File: src/rtl/wdog_recover.sv
module wdog_recover #(
  parameter int TICK_CYCLES = 100_000_000,
  parameter int STEP_SEC    = 2,
  parameter int PERIOD_W    = 4
) (
  input  logic       clk,
  input  logic       rst_n,
  input  logic       cfg_we,
  input  logic       cfg_addr,
  input  logic [7:0] cfg_wdata,
  output logic [7:0] cfg_rdata,
  output logic       wd_alarm,
  output logic       recov_sel,
  output logic       wd_expire
);

  localparam int CNT_W = $clog2(STEP_SEC * ((1 << PERIOD_W) - 1) + 1);
  localparam int PRE_W = (TICK_CYCLES > 1) ? $clog2(TICK_CYCLES) : 1;

  logic [PERIOD_W-1:0] period_q;
  logic [CNT_W-1:0]    remain_q;
  logic [PRE_W-1:0]    pre_q;
  logic                run_q, rec_bit_q, zero_seen_q, armed_q;

  wire                wr_tmo    = cfg_we & ~cfg_addr;
  wire                wr_ctl    = cfg_we & cfg_addr;
  wire [PERIOD_W-1:0] new_per   = cfg_wdata[PERIOD_W-1:0];
  wire                stop      = wr_tmo && (new_per == '0);
  wire                restart   = (wr_tmo && new_per != '0) ||
                                  (wr_ctl && cfg_wdata[0] && period_q != '0);
  wire [PERIOD_W-1:0] start_per = wr_tmo ? new_per : period_q;
  wire [CNT_W-1:0]    full      = CNT_W'(STEP_SEC) * CNT_W'(start_per);
  wire                tick      = pre_q == PRE_W'(TICK_CYCLES - 1);

  assign recov_sel = armed_q;
  assign cfg_rdata = cfg_addr ? {6'b0, rec_bit_q, 1'b0}
                              : 8'({wd_alarm, period_q});

  always_ff @(posedge clk or negedge rst_n) begin
    if (!rst_n) begin
      period_q  <= '0;
      remain_q  <= '0;
      pre_q     <= '0;
      run_q     <= 1'b0;
      wd_alarm  <= 1'b0;
      wd_expire <= 1'b0;
    end else begin
      wd_expire <= 1'b0;
      if (wr_tmo) period_q <= new_per;
      if (stop) begin
        run_q    <= 1'b0;
        wd_alarm <= 1'b0;
        remain_q <= '0;
        pre_q    <= '0;
      end else if (restart) begin
        run_q    <= 1'b1;
        remain_q <= full;
        pre_q    <= '0;
      end else if (run_q) begin
        if (tick) begin
          pre_q <= '0;
          if (remain_q == CNT_W'(1)) begin
            run_q     <= 1'b0;
            remain_q  <= '0;
            wd_alarm  <= 1'b1;
            wd_expire <= 1'b1;
          end else begin
            remain_q <= remain_q - 1'b1;
          end
        end else begin
          pre_q <= pre_q + 1'b1;
        end
      end
    end
  end

  always_ff @(posedge clk or negedge rst_n) begin
    if (!rst_n) begin
      rec_bit_q   <= 1'b0;
      zero_seen_q <= 1'b0;
      armed_q     <= 1'b0;
    end else if (wr_ctl) begin
      rec_bit_q <= cfg_wdata[1];
      if (cfg_wdata[1]) begin
        armed_q <= armed_q | zero_seen_q;
      end else begin
        armed_q     <= 1'b0;
        zero_seen_q <= 1'b1;
      end
    end
  end

endmodule

File: config.mk
export PLATFORM = sky130hd
export DESIGN_NAME = wdog_recover
export DESIGN_NICKNAME = d
export VERILOG_FILES = /design/src/rtl/wdog_recover.sv
export SDC_FILE = /design/constraint.sdc
export NUM_CORES = 1
export LEC_CHECK = 0
export ABC_AREA = 1
export ABC_CLOCK_PERIOD_IN_PS = 4300
export CAP_MARGIN = 20
export CORE_ASPECT_RATIO = 0.6
export CORE_UTILIZATION = 55
export CTS_CLUSTER_SIZE = 20
export DETAILED_ROUTE_END_ITERATION = 10
export GPL_ROUTABILITY_DRIVEN = 0
export GPL_TIMING_DRIVEN = 0
export PLACE_DENSITY = 0.76
export SYNTH_ARGS = -nofsm -noshare
export SYNTH_HDL_FRONTEND = slang
export SYNTH_SLANG_ARGS = --single-unit
File: constraint.sdc
create_clock -name clk -period 4.3 [get_ports clk]
set_input_delay 0.645 -clock clk [delete_from_list [all_inputs] [get_ports clk]]
set_output_delay 0.645 -clock clk [all_outputs]
set_load 0.005 [all_outputs]
==> impl_summary.md <==
Cells and area
The finished layout holds 506 standard cells, fillers aside. The library cells used most frequently in the layout, excluding fill and tap cells, are nand2_1, nor2_1, inv_1, dfrtp_1, nand3_1. The number of antenna diodes in the final layout is 0.

The final design utilization is 0.6757. The final layout contains 457 nets. The final instance area is 3197 um2. Leaving out fill and tap cells, the most frequent cell in the layout is nand2_1.

Compared with the post-synthesis result, the final layout area differs by 14.06%. The fraction of layout cells with a size suffix above 1 is 0.1106.

Detailed routing
Across all layers, the routed design uses 2,603 vias. The detail route stage leaves a number of antenna-violating nets equal to 0. After the first detailed-routing iteration, the DRC count stood at 258.

The post-route DRC violation count is 0. The number of iterations in the first detailed-routing pass is 5. The aggregate routed wire length is 6.880 mm. In the final routed layout, each cell accounts on average for 13.60 um. The mean number of vias per cell is 5.144.

Timing
Across the routed clock network, the largest skew measured is 0.005044 ns. The count of endpoints failing hold in the final timing report came to 0. The number of max-slew violations in the final report is 0. The count of endpoints failing setup in the final report is 0.

The minimum clock period after layout is 2.736 ns. Dividing the final minimum period by the clock period gives 0.6363. Across all hold checks on the routed design, the worst slack comes to 0.1804 ns. The worst path meets setup with 1.564 ns of slack. Setup repair after global routing left no endpoint under its margin. The timing-limited maximum frequency is 0.3655 GHz. The final-layout setup total negative slack is 0 ns.

Critical path
The stage delay of the slowest cell on the critical path is 0.66 ns. The worst-case reg-to-reg path depth is 10. The type of destination of the critical path is an output port. Among all stages on the critical path, the largest delay is contributed by clkdlybuf4s50_1. The signal on the critical path passes through clkdlybuf4s50_1, inv_2, o21ai_0, clkdlybuf4s50_1. The worst setup path is launched from a primary input. The critical path in this run is classified as in -> out. The critical-path maximum fanout is 7. At the worst endpoint, the arrival time is 2.09 ns.

The most used cell along the critical path is clkdlybuf4s50_1. The worst flop-to-flop path endpoint is pre_q[22]$_DFFE_PN0P_. The slack of the worst reg-to-reg path is 2.42 ns.

The launch point of the worst reg-to-reg path is pre_q[1]$_DFFE_PN0P_. The critical path required time is 3.65 ns.

Worst hold path
The worst min-delay path category is in -> async.

Placement
The HPWL reported at the end of detailed placement is 5.146 mm. In this run, placement finished with an instance count of 498. The count of buffers added on input and output ports is 15. The worst setup slack before clock tree synthesis is 1.564 ns. The standard cell area after detailed placement is 3054 um2.

Clock network
In this run, post-CTS hold repair placed 0 buffers. At the later pin of the worst-skew pair, clock insertion delay measures 0.30 ns. The maximum number of buffers from clock root to sink is 2. The root cell of the clock tree is clkbuf_8. The H-tree level count is 2. The post-CTS repair timing setup buffer count is 0. The number of clock buffers added by TritonCTS is 5.

The clock net in this run drives a total of 42 sinks. The clock slew at the register clock pins of the worst setup and hold paths is 0.08 ns. TritonCTS built the clock tree. The post-cts gate resize count is 0.

GRT
Across every metal layer, demand over resource in global routing totals 0.2881. The via count of the first global-routing pass is 2,358. The maximum number of pins on one net before global-route repair is 36. The initial antenna violation count is 0. The first global-routing pass estimated 11.63 mm of wire. For this run the aggregate overflow at the end of global routing stands at 0.

Power and ir drop
The largest voltage drop on the vdd net is 0.2960 mV. Summing internal, switching and leakage power gives 1.120 mW. The leakage power of the design is 1.559 nW.

Power spread over the standard cell area amounts to 350.5 nW/um2.

Floorplanning
The floorplan step defined a core boundary enclosing 4731 um2. The area enclosed by the die boundary is 5395 um2. The die outline width is 94.16 um.

After floorplanning, the core was divided into 19 placement rows. The effective utilization at floorplan is 0.5924. The total I/O pin count is 23.

From bottom edge to top edge, the die measures 57.30 um.

Synthesis
The post-synthesis instance area is 2803 um2. The unique cell type count in the Yosys netlist is 30. The register area share after synthesis is 0.3750.

For this run, the number of Yosys warnings is 0. After synthesis the netlist holds a flip-flop and latch count of 42. Each instance of the synthesized netlist takes up on average 6.721 um2. The cell count after synthesis is 417.

Status
The flow ran to the end, and the final reports show no timing, DRC or antenna violations.

Flow run
The tool flagged a number of max-cap violations equal to 0.
## critical path: cells and delay by family
kind / cells / cell delay, ns
buffers and inverters: 3 / 1.28
AOI/OAI and AO/OA: 1 / 0.17
## worst max path at each step
stage	slack, ns	to	start
final	1.56	cfg_rdata[1]	cfg_addr
after floorplan	2.79	cfg_rdata[1]	cfg_addr
after CTS	1.56	cfg_rdata[1]	cfg_addr
after detailed placement	1.56	cfg_rdata[1]	cfg_addr
after global placement	1.45	pre_q[15]$_DFFE_PN0P_	rst_n
after global routing	1.50	cfg_rdata[1]	cfg_addr
## cell families after synthesis
kind of cell               share of synthesized area
buffers and inverters                         0.1027
and+or+nand+nor                               0.4371
AOI/OAI and AO/OA                            0.04866
DFF                                           0.3750
other                                       0.001338
adders and majority gates                    0.01339
xor gates and xnor gates                     0.02188
## registers in the layout, summed over array words and instances, names as in the netlist
| signal | count |
|---|---|
| period_q | 4 |
| remain_q | 5 |
| pre_q | 27 |
| run_q | 1 |
| rec_bit_q | 1 |
| wd_expire | 1 |
| recov_sel | 1 |
| zero_seen_q | 1 |
| wd_alarm | 1 |
## Yosys cell counts (all sizes together)
master | n | area share
a21oi | 4 | 0.0071
buf | 8 | 0.028
clkinv | 1 | 0.0013
conb | 1 | 0.0013
dfrtp | 42 | 0.38
ha | 3 | 0.013
inv | 54 | 0.073
nand2 | 144 | 0.21
nand3 | 29 | 0.052
nand3b | 4 | 0.011
nand4 | 8 | 0.018
nor2 | 88 | 0.14
nor3 | 3 | 0.0054
o21ai | 16 | 0.033
o21bai | 2 | 0.0067
o22ai | 1 | 0.0022
or2 | 2 | 0.0045
xnor2 | 1 | 0.0031
xor2 | 6 | 0.019
## report_power, final
| group | switching (mW) | total [mW] | internal [mW] |
|---|---|---|---|
| combinational | 0.148 | 0.251 | 0.103 |
| clock | 0.144 | 0.392 | 0.248 |
| sequential | 0.0400 | 0.478 | 0.438 |
## metal layers
| layer | part of all wire | track usage |
|---|---|---|
| met1 | 0.53 | 0.4577 |
| met2 | 0.39 | 0.3820 |
| met3 | 0.073 | 0.06933 |
| met4 | 0.012 | 0.08132 |
| met5 | 0 | 0 |
## layout make-up
type                       instances  area [um2]
clock inverter                     2       60.06
fill                             391        1534
inverter                          55       209.0
multi-input combinational        314        1471
timing repair buffer              16       165.2
tap                               63       78.83
sequential                        42        1051
clock buffer                       6       82.58
buffer                             8       78.83
Power figures use the tool's default switching activity.
